## src/rtl/adc_conv_pkg.sv

```systemverilog
// Package: shared state encoding and helper functions for the conversion
// sequencer. Assumes nothing beyond elaboration-time constant evaluation.
package adc_conv_pkg;

    typedef enum logic [2:0] {
        ST_IDLE    = 3'd0,
        ST_ACQ     = 3'd1,
        ST_SETUP   = 3'd2,
        ST_CONV    = 3'd3,
        ST_READ    = 3'd4,
        ST_REL     = 3'd5,
        ST_PRESENT = 3'd6
    } ctrl_state_t;

    // Larger of two integers, for deriving counter widths.
    function automatic int max2(input int a, input int b);
        return (a > b) ? a : b;
    endfunction

endpackage

```

## src/rtl/adc_step_timer.sv

```systemverilog
// Module: loadable down-counter shared by every timed phase of the sequencer.
// Assumes: load has priority; done is high while the count is zero, so a
// phase loaded with N-1 lasts exactly N cycles.
module adc_step_timer #(
    parameter int W = 8
) (
    input  logic         clk,
    input  logic         rst_n,
    input  logic         load,
    input  logic [W-1:0] load_val,
    output logic         done
);

    logic [W-1:0] cnt_q;

    // Load a new interval or count toward zero.
    always_ff @(posedge clk) begin
        if (!rst_n) begin
            cnt_q <= '0;
        end else if (load) begin
            cnt_q <= load_val;
        end else if (cnt_q != '0) begin
            cnt_q <= cnt_q - 1'b1;
        end
    end

    assign done = (cnt_q == '0);

endmodule

```

## src/rtl/adc_conv_clk_gen.sv

```systemverilog
// Module: produces a burst of N_PULSES conversion clock pulses, each high
// and low for HALF_CYC system cycles, starting high on the go cycle edge.
// Assumes: go is a one-cycle pulse; dropping en aborts the burst at once.
module adc_conv_clk_gen #(
    parameter int HALF_CYC = 3,
    parameter int N_PULSES = 16
) (
    input  logic clk,
    input  logic rst_n,
    input  logic go,
    input  logic en,
    output logic conv_clk_o
);

    localparam int DIV_W  = $clog2(HALF_CYC + 1);
    localparam int PCNT_W = $clog2(N_PULSES + 1);

    logic              running_q;
    logic              clk_q;
    logic [DIV_W-1:0]  div_q;
    logic [PCNT_W-1:0] pcnt_q;

    // Burst sequencer: phase divider plus count of completed pulses.
    always_ff @(posedge clk) begin
        if (!rst_n) begin
            running_q <= 1'b0;
            clk_q     <= 1'b0;
            div_q     <= '0;
            pcnt_q    <= '0;
        end else if (go) begin
            running_q <= 1'b1;
            clk_q     <= 1'b1;
            div_q     <= DIV_W'(HALF_CYC - 1);
            pcnt_q    <= '0;
        end else if (!en) begin
            running_q <= 1'b0;
            clk_q     <= 1'b0;
            div_q     <= '0;
        end else if (running_q) begin
            if (div_q != '0) begin
                div_q <= div_q - 1'b1;
            end else if (clk_q) begin
                clk_q  <= 1'b0;
                div_q  <= DIV_W'(HALF_CYC - 1);
                pcnt_q <= pcnt_q + 1'b1;
            end else if (pcnt_q < PCNT_W'(N_PULSES)) begin
                clk_q <= 1'b1;
                div_q <= DIV_W'(HALF_CYC - 1);
            end else begin
                running_q <= 1'b0;
            end
        end
    end

    assign conv_clk_o = clk_q;

    // the burst never counts past its pulse limit.
    p_pulse_bound_r3: assert property (@(posedge clk) disable iff (!rst_n)
        pcnt_q <= PCNT_W'(N_PULSES));

endmodule

```

## src/rtl/adc_conv_ctrl.sv

```systemverilog
// Module: top of the conversion sequencer. It walks acquisition, setup,
// clocked conversion, read, bus release and result hand-off, with all
// intervals in system clock cycles.
// Assumes: eoc_n_i is asynchronous (two-stage synchronizer); data_i is
// stable by the last read cycle when RD_CYC covers the bus access time.
module adc_conv_ctrl #(
    parameter int DATA_W      = 14,
    parameter int ACQ_CYC     = 8,
    parameter int SETUP_CYC   = 2,
    parameter int HALF_CYC    = 3,
    parameter int N_CONV_CLK  = 16,
    parameter bit EXT_CLK     = 1'b1,
    parameter int RD_CYC      = 3,
    parameter int REL_CYC     = 2,
    parameter int TIMEOUT_CYC = 200
) (
    input  logic              clk,
    input  logic              rst_n,
    input  logic              start_i,
    output logic              conv_start_n_o,
    output logic              conv_clk_o,
    output logic              cs_n_o,
    output logic              rd_n_o,
    input  logic              eoc_n_i,
    input  logic [DATA_W-1:0] data_i,
    output logic [DATA_W-1:0] res_data_o,
    output logic              res_valid_o,
    input  logic              res_ready_i,
    output logic              timeout_o,
    output logic              busy_o
);
    import adc_conv_pkg::*;

    localparam int MAX_CYC = max2(max2(max2(ACQ_CYC, SETUP_CYC), max2(RD_CYC, REL_CYC)),
                                  TIMEOUT_CYC);
    localparam int TMR_W   = $clog2(MAX_CYC + 1);

    ctrl_state_t       state_q, state_d;
    logic              eoc_s1_q, eoc_s2_q, eoc_s3_q;
    logic              eoc_fall_w;
    logic              tmr_done, tmr_load;
    logic [TMR_W-1:0]  tmr_val;
    logic              timeout_d;
    logic              clk_go, clk_en;
    logic              conv_start_n_q, cs_n_q, rd_n_q, valid_q, timeout_q;
    logic [DATA_W-1:0] data_q;

    // Bring the asynchronous end-of-conversion strobe into the clock domain.
    always_ff @(posedge clk) begin
        if (!rst_n) begin
            eoc_s1_q <= 1'b1;
            eoc_s2_q <= 1'b1;
            eoc_s3_q <= 1'b1;
        end else begin
            eoc_s1_q <= eoc_n_i;
            eoc_s2_q <= eoc_s1_q;
            eoc_s3_q <= eoc_s2_q;
        end
    end

    assign eoc_fall_w = eoc_s3_q && !eoc_s2_q;

    // Next-state decision for the conversion sequence.
    always_comb begin
        state_d   = state_q;
        timeout_d = 1'b0;
        unique case (state_q)
            ST_IDLE:    if (start_i) state_d = ST_ACQ;
            ST_ACQ:     if (tmr_done) state_d = ST_SETUP;
            ST_SETUP:   if (tmr_done) state_d = ST_CONV;
            ST_CONV: begin
                if (eoc_fall_w) begin
                    state_d = ST_READ;
                end else if (tmr_done) begin
                    state_d   = ST_IDLE;
                    timeout_d = 1'b1;
                end
            end
            ST_READ:    if (tmr_done) state_d = ST_REL;
            ST_REL:     if (tmr_done) state_d = ST_PRESENT;
            ST_PRESENT: if (res_ready_i) state_d = ST_IDLE;
            default:    state_d = ST_IDLE;
        endcase
    end

    // Interval to load on entry to each timed phase.
    always_comb begin
        tmr_load = (state_d != state_q);
        unique case (state_d)
            ST_ACQ:   tmr_val = TMR_W'(ACQ_CYC - 1);
            ST_SETUP: tmr_val = TMR_W'(SETUP_CYC - 1);
            ST_CONV:  tmr_val = TMR_W'(TIMEOUT_CYC - 1);
            ST_READ:  tmr_val = TMR_W'(RD_CYC - 1);
            ST_REL:   tmr_val = TMR_W'(REL_CYC - 1);
            default:  tmr_val = '0;
        endcase
    end

    adc_step_timer #(.W(TMR_W)) u_timer (
        .clk      (clk),
        .rst_n    (rst_n),
        .load     (tmr_load),
        .load_val (tmr_val),
        .done     (tmr_done)
    );

    assign clk_go = (state_q == ST_SETUP) && tmr_done;
    assign clk_en = (state_d == ST_CONV);

    generate
        if (EXT_CLK) begin : g_ext_clk
            adc_conv_clk_gen #(.HALF_CYC(HALF_CYC), .N_PULSES(N_CONV_CLK)) u_clk_gen (
                .clk        (clk),
                .rst_n      (rst_n),
                .go         (clk_go),
                .en         (clk_en),
                .conv_clk_o (conv_clk_o)
            );
        end else begin : g_int_clk
            assign conv_clk_o = 1'b0;
        end
    endgenerate

    // State register and registered pin drives decoded from the next state.
    always_ff @(posedge clk) begin
        if (!rst_n) begin
            state_q        <= ST_IDLE;
            conv_start_n_q <= 1'b1;
            cs_n_q         <= 1'b1;
            rd_n_q         <= 1'b1;
            valid_q        <= 1'b0;
            timeout_q      <= 1'b0;
        end else begin
            state_q        <= state_d;
            conv_start_n_q <= (state_d != ST_ACQ);
            cs_n_q         <= (state_d != ST_READ);
            rd_n_q         <= (state_d != ST_READ);
            valid_q        <= (state_d == ST_PRESENT);
            timeout_q      <= timeout_d;
        end
    end

    // Sample the bus on the final edge of the read window.
    always_ff @(posedge clk) begin
        if (!rst_n) begin
            data_q <= '0;
        end else if (state_q == ST_READ && tmr_done) begin
            data_q <= data_i;
        end
    end

    assign conv_start_n_o = conv_start_n_q;
    assign cs_n_o         = cs_n_q;
    assign rd_n_o         = rd_n_q;
    assign res_data_o     = data_q;
    assign res_valid_o    = valid_q;
    assign timeout_o      = timeout_q;
    assign busy_o         = (state_q != ST_IDLE);

    // the conversion clock is quiet while sampling or reading.
    p_clk_quiet_r10: assert property (@(posedge clk) disable iff (!rst_n)
        (!conv_start_n_o || !rd_n_o) |-> !conv_clk_o);

    // a read strobe only opens after a detected end-of-conversion edge.
    p_read_after_eoc_r4: assert property (@(posedge clk) disable iff (!rst_n)
        $fell(rd_n_o) |-> $past(eoc_fall_w));

    // a waiting result holds until it is taken.
    p_hold_result_r7: assert property (@(posedge clk) disable iff (!rst_n)
        (res_valid_o && !res_ready_i) |=> (res_valid_o && $stable(res_data_o)));

    // a timeout leaves the block idle with no result.
    p_timeout_idle_r9: assert property (@(posedge clk) disable iff (!rst_n)
        timeout_o |-> (!busy_o && !res_valid_o));

    // releasing the bus never coincides with a new acquisition.
    p_release_gap_r6: assert property (@(posedge clk) disable iff (!rst_n)
        $rose(rd_n_o) |=> (conv_start_n_o && cs_n_o));

endmodule

```

## config.mk

```make
export PLATFORM = sky130hd
export DESIGN_NAME = adc_conv_ctrl
export DESIGN_NICKNAME = d
export VERILOG_FILES = /design/src/rtl/adc_conv_pkg.sv /design/src/rtl/adc_step_timer.sv /design/src/rtl/adc_conv_clk_gen.sv /design/src/rtl/adc_conv_ctrl.sv
export SDC_FILE = /design/constraint.sdc
export NUM_CORES = 1
export LEC_CHECK = 0
export ABC_CLOCK_PERIOD_IN_PS = 2790
export BUFFER_PORTS_ARGS = -buffer_cell sky130_fd_sc_hd__buf_2
export CAP_MARGIN = 0
export CORE_UTILIZATION = 45
export DETAILED_ROUTE_END_ITERATION = 12
export PLACE_DENSITY = 0.68
export RECOVER_POWER = 50
export SLEW_MARGIN = 20
export SYNTH_ARGS = -nofsm -noshare
export SYNTH_HDL_FRONTEND = slang
export SYNTH_SLANG_ARGS = --single-unit
```

## constraint.sdc

```tcl
create_clock -name clk -period 2.79 [get_ports clk]
set_input_delay 0.279 -clock clk [delete_from_list [all_inputs] [get_ports clk]]
set_output_delay 0.279 -clock clk [all_outputs]
set_load 0.01 [all_outputs]
```

=== Word-level counts from Yosys, hierarchy flattened ===
Cells that the tools add are included.

* Memories: 0
* Bits in read-only memories: 0
* Bits in writable memories: 0
* Latch bits: 0
* Input port bits: 19
* Output and inout port bits: 21
* Bits in registers: 41
* Word-level logic and storage cells: 90

* Add/subtract/negate cells: 3
* Divide/modulo/power cells: 0
* Order comparisons: 1
* Shift operators: 0
* Reduce and logical (&&, ||, !) cells: 19
* Muxes and demuxes: 30
* Bitwise operators: 4
* Equal/unequal tests: 18
* Multipliers: 0

{| class="wikitable"
|+ Operators by type and width
! cell !! number
|-
| 8-bit case mux with 4 select lines || 1
|-
| 3-bit two-way mux || 8
|-
| 3-bit case mux with 7 select lines || 1
|-
| 3-bit equality test (second input constant) || 6
|-
| 8-bit two-way mux || 2
|-
| 3-bit by 2-bit equality test with 1-bit output (second input constant) || 4
|-
| 1-bit two-way mux || 12
|-
| 2-bit two-way mux || 6
|-
| 3-bit != test (second input constant) || 3
|-
| 8-bit zero test || 1
|-
| 8-bit nonzero test || 1
|-
| 8-bit by 1-bit subtractor with 8-bit output (second input constant) || 1
|-
| 3-bit by 1-bit equality test with 1-bit output (second input constant) || 2
|-
| 2-bit AND reduction || 3
|-
| 3-bit nonzero test || 2
|-
| 3-bit OR reduction || 2
|-
| 5-bit by 1-bit adder with 5-bit output (second input constant) || 1
|-
| 5-bit less-than comparator (second input constant) || 1
|-
| 5-bit != test (second input constant) || 1
|-
| 1-bit NOT || 4
|-
| 4-bit AND reduction || 1
|-
| 2-bit nonzero test || 2
|-
| 2-bit OR reduction || 2
|-
| 1-bit logical AND || 3
|-
| 5 further kinds || 5
|}

=== Depth between registers and ports, before layout ===
Gate-level depths: netlist of run 1.

* Word-level depth: 8
* Depth in mapped cells: 9
* Gate-level depth less buffers: 8

=== Cells and area by module ===
From an unflattened synthesis of run 1, not the netlist that was laid out.

* Cells, all modules: 225
* Area, all modules: 2035.7 um2

{| class="wikitable"
|+ Modules (own cells, without submodules)
! module !! cells each !! seq. area each (um2) !! area an instance (um2) !! instances
|-
| adc_conv_ctrl || 121 || 480.5 || 1087.3 || 1
|-
| adc_conv_clk_gen || 53 || 180.2 || 490.5 || 1
|-
| adc_step_timer || 51 || 160.2 || 457.9 || 1
|}

=== Worst setup path after synthesis of run 1 ===
Ideal clock, no wire load.

* Kind: register to register
* Start point: reg u_timer.cnt_q[0]
* End point: reg g_ext_clk.u_clk_gen.pcnt_q[4]
* Setup time: 70 ps
* Stages on the path, launching flop included: 9
* Arrival time: 2355 ps
* Clock period less this slack: 2425 ps
* Path buffers: 0
* Path slack: 365 ps
* Data required time: 2720 ps
* Cells stage by stage: dfxtp_1 > inv_1 > ha_1 > nor3b_1 > nand2_4 > o31a_1 > a2111o_1 > or3_1 > a21oi_1

* Word-level cells in the longest chain between the ends: 6
* Elaborated cells on any way between the ends: 12
* Those cells by class: 1 x eq/ne; 7 x mux; 4 x reduce/logical

{| class="wikitable"
|+ Ends and longest elaborated chain
! element !! RTL line !! text
|-
| from (decl) || adc_step_timer.sv:14 || <nowiki>logic [W-1:0] cnt_q;</nowiki>
|-
| from (signal assigned) || adc_step_timer.sv:21 || <nowiki>cnt_q <= load_val;</nowiki>
|-
| from (signal assigned) || adc_step_timer.sv:23 || <nowiki>cnt_q <= cnt_q - 1'b1;</nowiki>
|-
| 8-bit zero test * || adc_step_timer.sv:27 || <nowiki>assign done = (cnt_q == '0);</nowiki>
|-
| 3-bit two-way mux || adc_conv_ctrl.sv:74 || <nowiki>end else if (tmr_done) begin</nowiki>
|-
| 3-bit two-way mux || adc_conv_ctrl.sv:72 || <nowiki>if (eoc_fall_w) begin</nowiki>
|-
| 3-bit case mux with 7 select lines || adc_conv_ctrl.sv:67 || <nowiki>unique case (state_q)</nowiki>
|-
| 3-bit by 2-bit equality test with 1-bit output || adc_conv_ctrl.sv:108 || <nowiki>assign clk_en = (state_d == ST_CONV);</nowiki>
|-
| 4-bit AND reduction (no line) || n/a ||
|-
| to (signal assigned) || adc_conv_clk_gen.sv:45 || <nowiki>pcnt_q <= pcnt_q + 1'b1;</nowiki>
|-
| to (decl) || adc_conv_clk_gen.sv:21 || <nowiki>logic [PCNT_W-1:0] pcnt_q;</nowiki>
|}

Every way passes the cells marked *; elsewhere a longest branch is shown, timed or not.
A chain may end at the register's enable or synchronous reset.

=== Final worst setup path of run 1 ===
* Start point: reg u_timer.cnt_q[0]
* End point: reg g_ext_clk.u_clk_gen.pcnt_q[3]

The elaborated chain is that of the path after synthesis.

==> results of run 1 <==
## registers in the layout (all words and copies together) (netlist names), 2 cells and up
signal and count:
u_timer.cnt_q 8, g_ext_clk.u_clk_gen.pcnt_q 5, g_ext_clk.u_clk_gen.div_q 2, state_q 3, res_data_o 14
## synthesized netlist by cell type
cell type	count
sky130_fd_sc_hd__ha_1	5
sky130_fd_sc_hd__nand3_1	8
sky130_fd_sc_hd__nor3_1	7
sky130_fd_sc_hd__nand2b_1	4
sky130_fd_sc_hd__o31a_1	1
sky130_fd_sc_hd__nor2b_1	3
sky130_fd_sc_hd__mux2i_1	1
sky130_fd_sc_hd__nor4_1	3
sky130_fd_sc_hd__and3b_1	1
sky130_fd_sc_hd__o21a_1	5
sky130_fd_sc_hd__or2_2	1
sky130_fd_sc_hd__nor4_4	1
sky130_fd_sc_hd__and2_1	3
sky130_fd_sc_hd__a22oi_1	1
sky130_fd_sc_hd__nand2_1	42
sky130_fd_sc_hd__a22o_1	2
sky130_fd_sc_hd__a221o_1	1
sky130_fd_sc_hd__clkbuf_1	11
sky130_fd_sc_hd__o2111ai_1	1
sky130_fd_sc_hd__a21oi_1	9
sky130_fd_sc_hd__a2111o_1	1
sky130_fd_sc_hd__or3_1	4
sky130_fd_sc_hd__o311a_1	1
sky130_fd_sc_hd__nor4b_1	1
sky130_fd_sc_hd__nand2_4	1
sky130_fd_sc_hd__o22ai_1	1
sky130_fd_sc_hd__or4b_2	1
sky130_fd_sc_hd__a21o_1	1
sky130_fd_sc_hd__a21boi_0	14
sky130_fd_sc_hd__inv_1	7
sky130_fd_sc_hd__and4b_1	1
sky130_fd_sc_hd__nand4b_1	1
sky130_fd_sc_hd__buf_4	1
sky130_fd_sc_hd__o31ai_1	1
sky130_fd_sc_hd__dfxtp_1	41
sky130_fd_sc_hd__and3_1	2
sky130_fd_sc_hd__nor2_1	12
sky130_fd_sc_hd__a211oi_2	1
sky130_fd_sc_hd__xor2_1	3
sky130_fd_sc_hd__o211ai_1	1
sky130_fd_sc_hd__nor3b_1	1
sky130_fd_sc_hd__o21ai_0	10
sky130_fd_sc_hd__xnor2_1	6
sky130_fd_sc_hd__a2111oi_2	1
## report_power, final
part	leakage, nW	switching (mW)	internal [mW]
registers	0.333	0.103	0.661
clock network	0.0447	0.225	0.180
logic	0.441	0.440	0.320
## worst max-delay path, cell delays in order (launching register included)
cell and delay (ps):
sky130_fd_sc_hd__dfxtp_1 310, sky130_fd_sc_hd__inv_1 130, sky130_fd_sc_hd__ha_1 150, sky130_fd_sc_hd__nor3b_2 270, sky130_fd_sc_hd__nand2_4 140, sky130_fd_sc_hd__o31a_1 400, sky130_fd_sc_hd__a2111o_1 510, sky130_fd_sc_hd__or3_1 360
sky130_fd_sc_hd__a21oi_1 140
## layout make-up
cell class                      instances  area [µm²]
Timing Repair Buffer                   41       182.7
Clock buffer                            5       68.82
Clock inverter                          3       25.02
Tap cell                               50       62.56
Fill cell                             403        1823
Inverter                                7       26.28
Sequential cell                        41       820.8
Multi-Input combinational cell        164        1020
## worst min path at each step
stage | end | depth (start not counted)
after floorplan | eoc_s1_q | 1
after global routing | eoc_s1_q | 2
final | eoc_s1_q | 2
after CTS | eoc_s1_q | 2
after global placement | eoc_s2_q | 1
after detailed placement | eoc_s2_q | 1
## routing by layer
| metal | wire, µm | vias up | GRT usage | part of all wire |
|---|---|---|---|---|
| met1 | 1901 | 743 | 0.2446 | 0.48 |
| met2 | 1887 | 27 | 0.3275 | 0.47 |
| li1 | - | 842 | - | - |
| met4 | 55 | 0 | 0.08245 | 0.014 |
| met3 | 144 | 5 | 0.04452 | 0.036 |
| met5 | 0 | - | 0 | 0 |
## cell families after synthesis
family                     after synthesis  share of synthesized area
AOI/OAI and AO/OA                       52                     0.1932
buffers and inverters                   19                    0.03943
xor gates and xnor gates                 9                    0.04140
DFF                                     41                     0.4310
muxes                                    1                   0.005256
and+or+nand+nor                         97                     0.2569
adders and majority gates                5                    0.03285
## metrics by stage
stage               setup WS, ps  cells  total power, mW  cell area, µm²  hold WS, ps
floorplan                  365.3    224            1.368            1904        380.5
global placement           245.8    303            1.524            2135        391.3
detailed placement         160.1    303            1.525            2135        391.4
CTS                        151.2    311            1.939            2228        151.6
global route               131.1    311            2.065            2206        172.5
finish                     298.5    311            1.929            2206        157.8
==> metrics.md, run 1 <==
| Metric | Value |
|---|---|
| Overflow left after global routing | `0` |
| Count of maximum capacitance violations | `0` |
| Post-layout min period | `2491 ps` |
| Number of failing hold endpoints at the final stage | `0` |
| Hold Crit Start | `eoc_n_i` |
| Cells after synthesis | `224` |
| Setup slack on the worst flop-to-flop path | `300 ps` |
| Static Leak | `0.8187 nW` |
| Summed instance area of the synthesized netlist | `1904 µm²` |
| Number of cells on the worst reg-to-reg path | `8` |
| Number of antenna violations at the first check in global routing | `0` |
| Placement row count | `23` |
| Timing endpoint of the critical path | `g_ext_clk.u_clk_gen.pcnt_q[3]` |
| Total DRC errors in the routed layout | `0` |
| Final Max Tran Viols | `0` |
| Most common cell after layout, fill and taps aside | `sky130_fd_sc_hd__nand2_1` |
| Share of layout cells above drive strength 1 | `0.1341` |
| Biggest area consumer among synthesized cells | `sky130_fd_sc_hd__dfxtp_1` |
| Syn_area_per_cell | `8.501 µm²` |
| Routed length per placed instance | `12.82 µm` |
| Syn Nets | `248` |
| Tcrit/Tclk final | `0.8930` |
| Number of flip-flops and latches in the synthesized netlist | `41` |
| Crit Path Max Fanout | `10` |
| Root Buffer | `sky130_fd_sc_hd__clkbuf_8` |
| IO Count | `40` |
| Final worst clock skew | `11.38 ps` |
| Routability congestion estimate | `0.8684` |
| Kind of critical path | `register to register` |
| Nets | `284` |
| Global-route wire length before repair | `6644 µm` |
| FMAX | `401.4 MHz` |
| Crit. End Element | `register` |
| Die boundary width | `67.05 µm` |
| Setup repair after global routing missed its margin | `no` |
| Start point of the critical path | `u_timer.cnt_q[0]` |
| Antenna fix cells | `0` |
| Portion of synthesized cell area occupied by the leading cell type | `0.4310` |
| Later-pin clock latency in the skew report | `300 ps` |
| Detailed placer's ending HPWL | `2734 µm` |
| Bufs on Longest Clock Path | `2` |
| Area inside the core boundary | `4029 µm²` |
| Beginning of the worst register-to-register path | `u_timer.cnt_q[0]` |
| Clk slew on worst S/H paths | `80 ps` |
| TritonCTS sink count | `41` |
| Most frequent cells in the layout | `42 x sky130_fd_sc_hd__nand2_1, 41 x sky130_fd_sc_hd__dfxtp_1, 22 x sky130_fd_sc_hd__clkbuf_1, 17 x sky130_fd_sc_hd__buf_2, 14 x sky130_fd_sc_hd__a21boi_0` |
| Seq/Total Area, Yosys | `0.4310` |
| Worst IR Drop VDD | `0.3242 mV` |
| Total CTS buffers | `5` |
| Number of buffers inserted to repair setup after CTS | `0` |
| Detailed router's first-iteration violation count | `104` |
| Pin count of the biggest net entering global routing | `33` |
| Worst rel slew slack | `0.2198` |
| IO buf count | `39` |
| # hold bufs at CTS | `0` |
| Startpoint Class | `register` |
| Worst reg2reg path endpoint | `g_ext_clk.u_clk_gen.pcnt_q[3]` |
| Required time at the endpoint of the critical path | `3010 ps` |
| Actual transition at the worst max-transition pin | `1170 ps` |
| Via count of the first global-routing pass | `1487` |
| Total number of vias | `1617` |
| Final Core Density | `0.5475` |
| Remaining antenna violation count after routing | `0` |
| Number of H-tree branching levels | `2` |
| Drt pass-1 iters | `4` |
| All-Layer GR Usage | `0.1984` |
| DR vias/cell | `5.199` |
| Crit path DAT | `2720 ps` |
| Aggregate negative setup slack | `0 ps` |
| Layout area overhead | `15.83%` |
| Total Die Area | `4496 µm²` |
| Setup violation total in the final timing report | `0` |
| Initial standard-cell utilization of the core | `0.4727` |
| Outcome | `complete, no violations` |
| PostCTS Resize Cnt | `0` |
| Die height | `67.05 µm` |
| P per Cell Area | `874.6 nW/µm²` |
| Post-detailed-routing wire length | `3988 µm` |
| Class of the most critical hold timing path | `primary input to register` |
| Number of unique standard cell types used by synthesis | `44` |
| Most area-consuming cells after synthesis | `sky130_fd_sc_hd__dfxtp_1 43%, sky130_fd_sc_hd__nand2_1 8.3%, sky130_fd_sc_hd__a21boi_0 5.5%, sky130_fd_sc_hd__ha_1 3.3%, sky130_fd_sc_hd__xnor2_1 2.8%` |
| Clock tree from TritonCTS | `built` |
| Ys Warns | `0` |
No activity file was read; power rests on OpenSTA's default activity.
==> run 2: changes to the inputs <==
- CORE_MARGIN: default -> 5
- GPL_ROUTABILITY_DRIVEN: default -> 0
==> metrics.md, run 2 (same netlist as run 1, synthesis figures left out) <==
| Metric | Value |
|---|---|
| Area inside the core boundary | `4058 µm² (+0.71%)` |
| Count of maximum capacitance violations | `0 (unchanged)` |
| Initial standard-cell utilization of the core | `0.4693 (-0.003352)` |
| Bufs on Longest Clock Path | `2 (unchanged)` |
| Die height | `75.05 µm (+12%)` |
| Beginning of the worst register-to-register path | `u_timer.cnt_q[0]` |
| Clock tree from TritonCTS | `built` |
| Placed standard-cell area | `2157 µm² (+1.1%)` |
| Nets | `287 (+1.1%)` |
| Total CTS buffers | `5 (unchanged)` |
| Antenna fix cells | `0 (unchanged)` |
| Number of failing hold endpoints at the final stage | `0 (unchanged)` |
| Overflow left after global routing | `0 (unchanged)` |
| PostCTS Resize Cnt | `0 (unchanged)` |
| Pin count of the biggest net entering global routing | `33 (unchanged)` |
| Total instance count after detailed placement | `306 (+0.99%)` |
| Setup slack on the worst flop-to-flop path | `220 ps (-70 ps)` |
| Final Max Tran Viols | `0 (unchanged)` |
| Outcome | `complete, no violations` |
| Most common cell after layout, fill and taps aside | `sky130_fd_sc_hd__nand2_1` |
| Static Leak | `0.8446 nW (+3.2%)` |
| Setup violation total in the final timing report | `0 (unchanged)` |
| Hold Crit Depth | `2 (unchanged)` |
| Worst reg2reg path endpoint | `g_ext_clk.u_clk_gen.pcnt_q[4]` |
| Kind of critical path | `register to register` |
| Slowest stage cell on the critical path | `sky130_fd_sc_hd__a2111o_1` |
| Actual transition at the worst max-transition pin | `1193 ps (+22.38 ps)` |
| IO buf count | `39 (unchanged)` |
| Delay of the slowest cell on the worst path | `510 ps (about the same)` |
| Required time at the endpoint of the critical path | `3010 ps (about the same)` |
| Number of antenna violations at the first check in global routing | `0 (unchanged)` |
| Total Die Area | `5633 µm² (+25%)` |
| Number of buffers and inverters on the critical path | `2 (+1)` |
| Number of flip-flops under the largest register name | `14 (unchanged)` |
| Crit. path cell count | `9 (+1)` |
| Worst rel slew slack | `0.2048 (-0.01492)` |
| FMAX | `389.9 MHz (-2.9%)` |
| Start point of the critical path | `u_timer.cnt_q[0]` |
| IO Count | `40 (unchanged)` |
| Crit path DAT | `2790 ps (+70 ps)` |
| Post-layout min period | `2565 ps (+73.55 ps)` |
| Total DRC errors in the routed layout | `0 (unchanged)` |
| Post-layout instance count excluding filler cells | `314 (+0.96%)` |
| P per Cell Area | `907.3 nW/µm² (+3.7%)` |
| Aggregate negative setup slack | `0 ps (unchanged)` |
| Remaining antenna violation count after routing | `0 (unchanged)` |
| Most frequent cells in the layout | `42 x sky130_fd_sc_hd__nand2_1, 41 x sky130_fd_sc_hd__dfxtp_1, 23 x sky130_fd_sc_hd__clkbuf_1, 17 x sky130_fd_sc_hd__buf_2, 14 x sky130_fd_sc_hd__a21boi_0` |
| Startpoint Class | `register` |
| Via count of the first global-routing pass | `1535 (+3.2%)` |
| Worst IR Drop VDD | `0.4245 mV (+31%)` |
| Crit. End Element | `register` |
| Worst path top cell family by delay | `compound AO/OA/AOI/OAI gates` |
| Detailed placer's ending HPWL | `2852 µm (+4.3%)` |
| Class of the most critical hold timing path | `primary input to register` |
| Hold Crit Start | `eoc_n_i` |
| Setup repair after global routing missed its margin | `no` |
| Post-detailed-routing wire length | `4037 µm (+1.2%)` |
| DR vias/cell | `5.182 (-0.34%)` |
| Die boundary width | `75.05 µm (+12%)` |
| Share of layout cells above drive strength 1 | `0.1364 (+0.002264)` |
| Final Core Density | `0.5535 (+0.005984)` |
| Total number of vias | `1627 (+0.62%)` |
| Total non-filler cell area in the finished layout | `2246 µm² (+1.8%)` |
| Drt pass-1 iters | `4 (unchanged)` |
| Layout area overhead | `17.94%` |
| Detailed router's first-iteration violation count | `176 (+69%)` |
| Number of buffers inserted to repair setup after CTS | `0 (unchanged)` |
| TritonCTS sink count | `41 (unchanged)` |
| Global-route wire length before repair | `6872 µm (+3.4%)` |
| Clk slew on worst S/H paths | `80 ps (about the same)` |
| Crit Path Max Fanout | `10 (unchanged)` |
| Routed length per placed instance | `12.86 µm (+0.26%)` |
| Final worst clock skew | `7.759 ps (-3.624 ps)` |
| Root Buffer | `sky130_fd_sc_hd__clkbuf_8` |
| Worst Hold End | `eoc_s1_q` |
| Cells along the critical path | `inv_1 -> ha_1 -> nor3b_1 -> buf_4 -> nand2_4 -> o31a_1 -> a2111o_1 -> or3_1 -> a21oi_1` |
| Number of cells on the worst reg-to-reg path | `9 (+1)` |
| Placement row count | `23 (unchanged)` |
| All-Layer GR Usage | `0.1596 (-0.03880)` |
| # hold bufs at CTS | `0 (unchanged)` |
| Later-pin clock latency in the skew report | `290 ps (about the same)` |
| Number of H-tree branching levels | `2 (unchanged)` |
| Tcrit/Tclk final | `0.9194 (+0.02636)` |
[run 2: stage by stage]
stage | hold WS (ps) | worst slack [ps] | total power [mW]
2_1_floorplan | 380.5 | 365.3 | 1.368
3_3_place_gp | 402.0 | 362.3 | 1.556
3_5_place_dp | 416.0 | 256.5 | 1.551
4_1_cts | 169.6 | 243.2 | 2.052
5_1_grt | 199.2 | 16.00 | 2.191
6_report | 178.3 | 225.0 | 2.038
[run 2: how the worst max path moves through the flow]
| stage | end | slack [ps] |
|---|---|---|
| floorplan | g_ext_clk.u_clk_gen.pcnt_q[4] | 370 |
| global placement | g_ext_clk.u_clk_gen.pcnt_q[3] | 360 |
| detailed placement | g_ext_clk.u_clk_gen.pcnt_q[4] | 260 |
| CTS | g_ext_clk.u_clk_gen.pcnt_q[4] | 240 |
| global route | g_ext_clk.u_clk_gen.pcnt_q[4] | 20 |
| finish | g_ext_clk.u_clk_gen.pcnt_q[4] | 220 |
[run 2: layout make-up]
class | instances | area, µm²
fillers | 365 | 1812
clock inverters | 1 | 30.03
multi-input cells | 164 | 1015
inverters | 7 | 26.28
flip-flops and latches | 41 | 820.8
well taps | 50 | 62.56
clock buffers | 7 | 86.33
repair buffers | 44 | 205.2
[run 2: where the power goes]
part	total, mW	switching [mW]	internal [mW]
clock network	0.488	0.197	0.292
logic	0.806	0.463	0.343
registers	0.743	0.0824	0.661
total	2.04	0.742	1.30
[run 2: layer usage]
layer	up-vias	wire length, µm	global-route usage
met1	727	1908	0.2075
met2	40	1856	0.2447
met3	4	217	0.04139
met4	0	54	0.07905
li1	856	-	-
met5	-	0	0
[run 2: worst reg2reg max path, cell delays in order (launching register included)]
cell,delay (ps)
sky130_fd_sc_hd__dfxtp_1,310
sky130_fd_sc_hd__inv_1,120
sky130_fd_sc_hd__ha_1,170
sky130_fd_sc_hd__nor3b_1,220
sky130_fd_sc_hd__buf_4,170
sky130_fd_sc_hd__nand2_4,90
sky130_fd_sc_hd__o31a_1,400
sky130_fd_sc_hd__a2111o_1,520
sky130_fd_sc_hd__or3_1,370
sky130_fd_sc_hd__a21oi_1,140
